`src/rtl/clkctl_pkg.sv`:
```
package clkctl_pkg;

    typedef enum logic [2:0] {
        ST_IDLE, ST_ADDR, ST_ADDR_ACK, ST_WR_BYTE,
        ST_WR_ACK, ST_RD_BYTE, ST_RD_ACK, ST_WAIT
    } fsm_state_t;

    localparam int REG_W = 8;

    // bits of register k that reflect strap levels instead of storage
    function automatic logic [REG_W-1:0] ro_mask(input int k);
        unique case (k)
            1:       ro_mask = 8'h80;
            3:       ro_mask = 8'h40;
            4:       ro_mask = 8'h0A;
            default: ro_mask = 8'h00;
        endcase
    endfunction

    function automatic logic [REG_W-1:0] strap_bits(input int k, input logic [3:0] s);
        unique case (k)
            1:       strap_bits = {s[2], 7'b0};
            3:       strap_bits = {1'b0, s[0], 6'b0};
            4:       strap_bits = {4'b0, s[1], 1'b0, s[3], 1'b0};
            default: strap_bits = 8'h00;
        endcase
    endfunction

    function automatic logic [REG_W-1:0] reset_value(input int k);
        reset_value = (k == 0) ? 8'h00 : 8'hFF;
    endfunction

endpackage

```
`src/rtl/clkctl_bus_sync.sv`:
```
module clkctl_bus_sync #(
    parameter int STAGES = 2
) (
    input  logic clk,
    input  logic rst_n,
    input  logic scl_i,
    input  logic sda_i,
    output logic scl_lvl,
    output logic sda_lvl,
    output logic scl_rise,
    output logic scl_fall,
    output logic start_det,
    output logic stop_det
);
    logic [STAGES-1:0] scl_pipe, sda_pipe;
    logic              scl_q, sda_q;

    generate
        if (STAGES == 1) begin : g_one
            always_ff @(posedge clk or negedge rst_n) begin
                if (!rst_n) begin
                    scl_pipe <= '1;
                    sda_pipe <= '1;
                end else begin
                    scl_pipe <= scl_i;
                    sda_pipe <= sda_i;
                end
            end
        end else begin : g_many
            always_ff @(posedge clk or negedge rst_n) begin
                if (!rst_n) begin
                    scl_pipe <= '1;
                    sda_pipe <= '1;
                end else begin
                    scl_pipe <= {scl_pipe[STAGES-2:0], scl_i};
                    sda_pipe <= {sda_pipe[STAGES-2:0], sda_i};
                end
            end
        end
    endgenerate

    always_ff @(posedge clk or negedge rst_n) begin
        if (!rst_n) begin
            scl_q <= 1'b1;
            sda_q <= 1'b1;
        end else begin
            scl_q <= scl_pipe[STAGES-1];
            sda_q <= sda_pipe[STAGES-1];
        end
    end

    assign scl_lvl   = scl_pipe[STAGES-1];
    assign sda_lvl   = sda_pipe[STAGES-1];
    assign scl_rise  = scl_lvl & ~scl_q;
    assign scl_fall  = ~scl_lvl & scl_q;
    assign start_det = scl_lvl & scl_q & sda_q & ~sda_lvl;
    assign stop_det  = scl_lvl & scl_q & ~sda_q & sda_lvl;
endmodule

```
`src/rtl/clkctl_regbank.sv`:
```
module clkctl_regbank
    import clkctl_pkg::*;
#(
    parameter int NUM_RW = 6,
    parameter int IDX_W  = 4
) (
    input  logic                     clk,
    input  logic                     rst_n,
    input  logic                     wr_en,
    input  logic [IDX_W-1:0]         wr_idx,
    input  logic [REG_W-1:0]         wr_data,
    input  logic [IDX_W-1:0]         rd_idx,
    input  logic [3:0]               strap_i,
    input  logic [REG_W-1:0]         chip_id_i,
    output logic [NUM_RW*REG_W-1:0]  regs_o,
    output logic [REG_W-1:0]         rd_data
);
    logic [NUM_RW-1:0][REG_W-1:0] store;
    logic [NUM_RW-1:0][REG_W-1:0] view;

    genvar k;
    generate
        for (k = 0; k < NUM_RW; k++) begin : g_reg
            always_ff @(posedge clk or negedge rst_n) begin
                if (!rst_n)
                    store[k] <= reset_value(k);
                else if (wr_en && wr_idx == IDX_W'(k))
                    store[k] <= wr_data;
            end
            assign view[k] = (store[k] & ~ro_mask(k)) | strap_bits(k, strap_i);
            assign regs_o[k*REG_W +: REG_W] = view[k];
        end
    endgenerate

    always_comb begin
        if (rd_idx < IDX_W'(NUM_RW))
            rd_data = view[rd_idx];
        else if (rd_idx == IDX_W'(NUM_RW))
            rd_data = chip_id_i;
        else
            rd_data = '0;
    end

    // the controller never aims a store beyond the writable bank
    assert_wr_in_range_R9: assert property (@(posedge clk) disable iff (!rst_n)
        wr_en |-> wr_idx < IDX_W'(NUM_RW));

    // storage holds whenever no data byte is committed
    assert_hold_no_write_R3: assert property (@(posedge clk) disable iff (!rst_n)
        !wr_en |=> $stable(store));
endmodule

```
`src/rtl/clkctl_i2c_slave.sv`:
```
module clkctl_i2c_slave
    import clkctl_pkg::*;
#(
    parameter logic [6:0] SLAVE_ADDR  = 7'h69,
    parameter int         NUM_RW_REGS = 6,
    parameter int         SYNC_STAGES = 2
) (
    input  logic                          clk,
    input  logic                          rst_n,
    input  logic                          scl_i,
    input  logic                          sda_i,
    output logic                          sda_oe_o,
    input  logic [3:0]                    strap_i,
    input  logic [7:0]                    chip_id_i,
    output logic [NUM_RW_REGS*REG_W-1:0]  ctrl_regs_o
);
    localparam int IDX_W = $clog2(NUM_RW_REGS + 2) + 1;
    localparam logic [IDX_W-1:0] IDX_MAX = '1;

    fsm_state_t       state, st_n;
    logic [3:0]       bit_cnt, cnt_n;
    logic [7:0]       shreg, sh_n;
    logic [IDX_W-1:0] byte_cnt, bc_n, rd_idx, ri_n, data_idx;
    logic             m_nack, nack_n;
    logic             wr_en;
    logic [7:0]       rd_data;
    logic             scl_lvl, sda_lvl, scl_rise, scl_fall, start_det, stop_det;

    clkctl_bus_sync #(.STAGES(SYNC_STAGES)) sync_i (
        .clk(clk), .rst_n(rst_n), .scl_i(scl_i), .sda_i(sda_i),
        .scl_lvl(scl_lvl), .sda_lvl(sda_lvl), .scl_rise(scl_rise),
        .scl_fall(scl_fall), .start_det(start_det), .stop_det(stop_det)
    );

    assign data_idx = byte_cnt - IDX_W'(2);

    clkctl_regbank #(.NUM_RW(NUM_RW_REGS), .IDX_W(IDX_W)) bank_i (
        .clk(clk), .rst_n(rst_n), .wr_en(wr_en), .wr_idx(data_idx),
        .wr_data(shreg), .rd_idx(rd_idx), .strap_i(strap_i),
        .chip_id_i(chip_id_i), .regs_o(ctrl_regs_o), .rd_data(rd_data)
    );

    // next-state and datapath decisions
    always_comb begin
        st_n   = state;
        cnt_n  = bit_cnt;
        sh_n   = shreg;
        bc_n   = byte_cnt;
        ri_n   = rd_idx;
        nack_n = m_nack;
        wr_en  = 1'b0;
        if (stop_det) begin
            st_n = ST_IDLE;
        end else if (start_det) begin
            st_n  = ST_ADDR;
            cnt_n = '0;
            ri_n  = '0;
        end else begin
            unique case (state)
                ST_IDLE, ST_WAIT: ;
                ST_ADDR: begin
                    if (scl_rise) begin
                        sh_n  = {shreg[6:0], sda_lvl};
                        cnt_n = bit_cnt + 4'd1;
                    end else if (scl_fall && bit_cnt == 4'd8) begin
                        st_n = (shreg[7:1] == SLAVE_ADDR) ? ST_ADDR_ACK : ST_WAIT;
                    end
                end
                ST_ADDR_ACK: begin
                    if (scl_fall) begin
                        cnt_n = '0;
                        bc_n  = '0;
                        if (shreg[0]) begin
                            st_n = ST_RD_BYTE;
                            sh_n = rd_data;
                            ri_n = IDX_W'(1);
                        end else begin
                            st_n = ST_WR_BYTE;
                        end
                    end
                end
                ST_WR_BYTE: begin
                    if (scl_rise) begin
                        sh_n  = {shreg[6:0], sda_lvl};
                        cnt_n = bit_cnt + 4'd1;
                    end else if (scl_fall && bit_cnt == 4'd8) begin
                        st_n  = ST_WR_ACK;
                        wr_en = (byte_cnt >= IDX_W'(2)) && (data_idx < IDX_W'(NUM_RW_REGS));
                        if (byte_cnt != IDX_MAX) bc_n = byte_cnt + IDX_W'(1);
                    end
                end
                ST_WR_ACK: begin
                    if (scl_fall) begin
                        st_n  = ST_WR_BYTE;
                        cnt_n = '0;
                    end
                end
                ST_RD_BYTE: begin
                    if (scl_fall) begin
                        sh_n  = {shreg[6:0], 1'b0};
                        cnt_n = bit_cnt + 4'd1;
                        if (bit_cnt == 4'd7) st_n = ST_RD_ACK;
                    end
                end
                ST_RD_ACK: begin
                    if (scl_rise) begin
                        nack_n = sda_lvl;
                    end else if (scl_fall) begin
                        if (m_nack) begin
                            st_n = ST_WAIT;
                        end else begin
                            st_n  = ST_RD_BYTE;
                            sh_n  = rd_data;
                            cnt_n = '0;
                            if (rd_idx != IDX_MAX) ri_n = rd_idx + IDX_W'(1);
                        end
                    end
                end
            endcase
        end
    end

    // state register
    always_ff @(posedge clk or negedge rst_n) begin
        if (!rst_n) begin
            state    <= ST_IDLE;
            bit_cnt  <= '0;
            shreg    <= '0;
            byte_cnt <= '0;
            rd_idx   <= '0;
            m_nack   <= 1'b0;
        end else begin
            state    <= st_n;
            bit_cnt  <= cnt_n;
            shreg    <= sh_n;
            byte_cnt <= bc_n;
            rd_idx   <= ri_n;
            m_nack   <= nack_n;
        end
    end

    // outputs
    always_comb begin
        unique case (state)
            ST_ADDR_ACK, ST_WR_ACK: sda_oe_o = 1'b1;
            ST_RD_BYTE:             sda_oe_o = ~shreg[7];
            default:                sda_oe_o = 1'b0;
        endcase
    end

    // a START seen on the bus always opens an address phase
    assert_start_enters_addr_R1: assert property (@(posedge clk) disable iff (!rst_n)
        (start_det && !stop_det) |=> state == ST_ADDR);

    // a STOP always frees the line and idles the controller
    assert_stop_idles_R1: assert property (@(posedge clk) disable iff (!rst_n)
        stop_det |=> (state == ST_IDLE && !sda_oe_o));

    // drive stays put while SCL is high, except at START/STOP
    assert_sda_quiet_high_R11: assert property (@(posedge clk) disable iff (!rst_n)
        (scl_lvl && !scl_fall && !scl_rise && !start_det && !stop_det) |=> $stable(sda_oe_o));

    // the bit counter never passes one full byte
    assert_bitcnt_range_R10: assert property (@(posedge clk) disable iff (!rst_n)
        bit_cnt <= 4'd8);
endmodule

```
`config.mk`:
```
export PLATFORM = sky130hd
export DESIGN_NAME = clkctl_i2c_slave
export DESIGN_NICKNAME = d
export VERILOG_FILES = /design/src/rtl/clkctl_pkg.sv /design/src/rtl/clkctl_bus_sync.sv /design/src/rtl/clkctl_regbank.sv /design/src/rtl/clkctl_i2c_slave.sv
export SDC_FILE = /design/constraint.sdc
export NUM_CORES = 1
export LEC_CHECK = 0
export BUFFER_PORTS_ARGS = -buffer_cell sky130_fd_sc_hd__buf_4
export CORE_UTILIZATION = 55
export CTS_CLUSTER_DIAMETER = 120
export DETAILED_ROUTE_END_ITERATION = 6
export PLACE_DENSITY = 0.88
export REMOVE_ABC_BUFFERS = 1
export SYNTH_ARGS = -nofsm -noshare
export SYNTH_HDL_FRONTEND = slang
export SYNTH_SLANG_ARGS = --single-unit
```
`constraint.sdc`:
```
create_clock -name clk -period 6.9 [get_ports clk]
set_clock_uncertainty 0.2 [all_clocks]
set_input_delay 0.69 -clock clk [delete_from_list [all_inputs] [get_ports clk]]
set_output_delay 0.69 -clock clk [all_outputs]
set_load 0.005 [all_outputs]
```
==> results.py <==
metrics = {
    "setup_path": {
        "crit_type": "reg -> reg",
        "endpoint_kind": "register",
        "worstPathArrival_ns": 3.23,
        "slowest_stage": "a211oi_2",
        "worstPathMaxFanout": 19,
        "cpPeakStageDelay_ns": 0.65,
        "critPathLaunchType": "register",
        "worstPathCellList": "inv_1, ha_1, nor4bb_1, nor3_1, a211oi_2, mux2_2",
        "critPathTopFamily": "compound AO/OA/AOI/OAI gates",
        "cp.buffers_inverters": 1,
        "required_ns": 6.94,
    },
    "routing": {
        "post-route-drc-count": 0,
        "wl_per_cell_um": 18.8,
        "vias_per_cell": 6.12,
        "top_layer_used": "met4",
        "met3WireLength_um": 579,
        "routed_wirelength_mm": 9.95,
        "first_pass_iters": 5,
        "routedLengthMet1_mm": 4.32,
        "drt_first_iter_violations": 200,
        "dr_total_vias": 3231,
        "detail-route-antenna-nets": 0,
        "met2_length_mm": 4.86,
    },
    "synth": {
        "synth_edf_count": 0,
        "ys_types": 57,
        "yosys_warnings": 0,
        "async_flop_share_pct": 100,
        "syn-cell-area_um2": 4210,
        "seq_area_frac_synth_pct": 45.2,
        "ys_ff_latch": 74,
        "syn_avg_cell_area_um2": 11.4,
        "ys.flop_type": "dfstp_2",
        "syn_inst": 370,
    },
    "global_routing": {
        "grt_max_degree": 75,
        "grt_pass1_wl_mm": 15.6,
        "grt_overflow_total": 0,
        "antenna_found_initial": 0,
        "grt_pass1_vias": 3058,
        "track_usage_pct": 26.3,
    },
    "placement": {
        "place_area_um2": 4720,
        "dpl.hpwl_mm": 6.92,
        "gp_congestion": 0.822,
        "pre_cts_slack_ns": 3.80,
        "port_buffers": 64,
    },
    "sta": {
        "holdWs_ns": 0.158,
        "slew_headroom_pct": 40.1,
        "grt_setup_unrepaired": "false",
        "final-setup-viol-count": 0,
        "layout_min_cycle_time_ns": 3.18,
        "slew_violations": 0,
        "finalHoldViolCount": 0,
        "worst_pin_slew_ns": 0.898,
        "fmax_mhz": 314,
        "fin_crit_sh_pct": 46.1,
        "tns_ns": 0,
        "fin_ws_ns": 3.72,
    },
    "die": {
        "coreArea_um2": 7330,
        "die_y_um": 89.5,
        "dieArea_um2": 8010,
        "num_io_pins": 65,
        "die_w_um": 89.5,
        "start_util_pct": 57.5,
        "row_count": 31,
    },
    "layout": {
        "syn_to_final_growth_pct": 17.1,
        "post-route-util_pct": 67.2,
        "seq_area_um2": 1900,
        "nFillCells": 534,
        "postLayoutCellArea_um2": 4930,
        "drive_gt1_share_pct": 45.9,
        "num_antenna_cells": 0,
        "final_nets": 453,
        "multi_input_area_um2": 2160,
    },
    "clocking": {
        "post-cts-setup-buffers": 0,
        "numClockSinks": 74,
        "insertion_delay_ns": 0.37,
        "cts_root_buffer": "clkbuf_8",
        "numCtsBuffers": 9,
        "clkTransAtPathRegs_ns": 0.08,
        "cts_buffer_depth": 2,
        "htreeDepth": 3,
        "postCtsResizedCells": 0,
        "ctsHoldBuffers": 0,
        "cts_tree": "yes",
    },
    "outcome": {
        "status": "finished, final reports clean",
    },
    "power_and_ir_drop": {
        "peakVddDrop_uv": 201,
        "p_per_area_nw_per_um2": 289,
        "p_leak_nw": 2.14,
    },
    "run": {
        "max-cap-violations": 0,
    },
    "worst_hold_path": {
        "hp-class": "reg -> reg",
    },
}
==> report_power, final <==
group / switching, mW / leakage [nW] / internal, mW / total, mW
logic: 0.275 / 1.18 / 0.207 / 0.483
clock network: 0.187 / 0.0988 / 0.173 / 0.361
registers: 0.105 / 0.865 / 0.477 / 0.583
==> cell families after synthesis <==
group                    share of synthesized area [%]
AO/OA/AOI/OAI                                     15.0
XOR/XNOR                                         0.624
adder cells (fa/ha/maj)                           3.86
buffers and inverters                             3.54
flip-flops                                        45.2
multiplexers                                      20.6
AND/OR/NAND/NOR                                   11.2
==> flip-flops by register name (all words and copies together), names as in the netlist <==
register / flops
bank_i.regs_o: 24
bank_i.store: 20
bit_cnt: 4
byte_cnt: 4
m_nack: 1
rd_idx: 4
shreg: 8
state: 3
sync_i.scl_pipe: 2
sync_i.scl_q: 1
sync_i.sda_pipe: 2
sync_i.sda_q: 1
==> cell usage after synthesis, types with 2 or more instances <==
library cell | instances | area, um2
mux2i_1 | 18 | 180
nor2_1 | 17 | 63.8
o211ai_1 | 2 | 15.0
nand2_2 | 4 | 25.0
dfstp_2 | 42 | 1100
nor3b_1 | 3 | 22.5
inv_1 | 13 | 48.8
nor3_1 | 5 | 25.0
o311ai_0 | 2 | 17.5
a21oi_1 | 5 | 25.0
nand4b_1 | 2 | 17.5
nand3b_1 | 6 | 45.0
buf_2 | 2 | 10.0
o31ai_1 | 3 | 22.5
nand2b_1 | 8 | 50.1
nor2b_1 | 4 | 25.0
a22o_1 | 3 | 26.3
nand2_1 | 13 | 48.8
a211oi_1 | 3 | 22.5
or2_2 | 2 | 12.5
clkbuf_1 | 15 | 56.3
dfrtp_1 | 32 | 801
nor4bb_1 | 4 | 40.0
a21o_1 | 8 | 60.1
a21bo_2 | 2 | 20.0
o21ai_0 | 26 | 130
a31oi_1 | 4 | 25.0
buf_4 | 4 | 30.0
nand3_1 | 3 | 15.0
ha_1 | 13 | 163
o221ai_1 | 7 | 61.3
o2111ai_1 | 2 | 17.5
a32o_1 | 8 | 80.1
mux2_2 | 60 | 676
a41o_1 | 2 | 20.0
xnor2_1 | 2 | 17.5
==> worst paths after layout <==
path | start | endpoint | slack, ns | cells past startpoint
min in group asynchronous | rst_n | state[1] | 0.25 | 1
worst min register to register | sync_i.scl_pipe[0] | sync_i.scl_pipe[1] | 0.16 | 0
max in group asynchronous | rst_n | bank_i.regs_o[7] | 5.67 | 1
worst max-delay path | state[2] | shreg[2] | 3.72 | 6
worst min-delay path | sync_i.scl_pipe[0] | sync_i.scl_pipe[1] | 0.16 | 0
worst max register to register | state[2] | shreg[2] | 3.72 | 6
==> cell usage in the layout (no fill, tap or decap), types with 2 or more instances in the layout <==
cell type,count
nand4b_1,2
a21oi_1,5
nor2_1,17
nor2b_1,4
a22o_1,3
a41o_1,2
or2_2,2
a32o_1,8
o31ai_1,3
a21bo_2,2
mux2_2,60
clkinvlp_4,2
nor4bb_1,4
dfrtp_1,32
buf_4,65
a211oi_1,3
nand2_2,4
a31oi_1,4
o311ai_0,2
clkbuf_8,9
o221ai_1,7
nor3b_1,3
nand3b_1,6
a21o_1,8
o21ai_0,26
inv_6,3
o2111ai_1,2
xnor2_1,2
dfstp_2,42
nor3_1,5
nand2b_1,8
o211ai_1,2
inv_1,13
nand2_1,13
ha_1,13
mux2i_1,18
nand3_1,3
==> stage by stage <==
| step | total power [mW] | std cells |
|---|---|---|
| 6_report | 1.43 | 528 |
| 5_1_grt | 1.51 | 528 |
| 4_1_cts | 1.42 | 528 |
| 3_5_place_dp | 1.06 | 512 |
| 3_3_place_gp | 1.04 | 512 |
| 2_1_floorplan | 0.907 | 348 |
==> metal layers <==
layer  GRT usage (%)  vias to the layer above
met2            41.2                      121
met1            36.7                     1604
met3            3.60                       17
met4            11.1                        0
met5               0                        -
li1                -                     1489
==> cell type report <==
| type | count | area share [%] |
|---|---|---|
| multi-input combinational | 261 | 43.8 |
| sequential | 74 | 38.6 |
| timing repair buffer | 65 | 9.90 |
| clock buffer | 9 | 2.51 |
| tap | 99 | 2.51 |
| clock inverter | 7 | 1.68 |
| inverter | 13 | 0.990 |
Power figures use the tool's default switching activity.
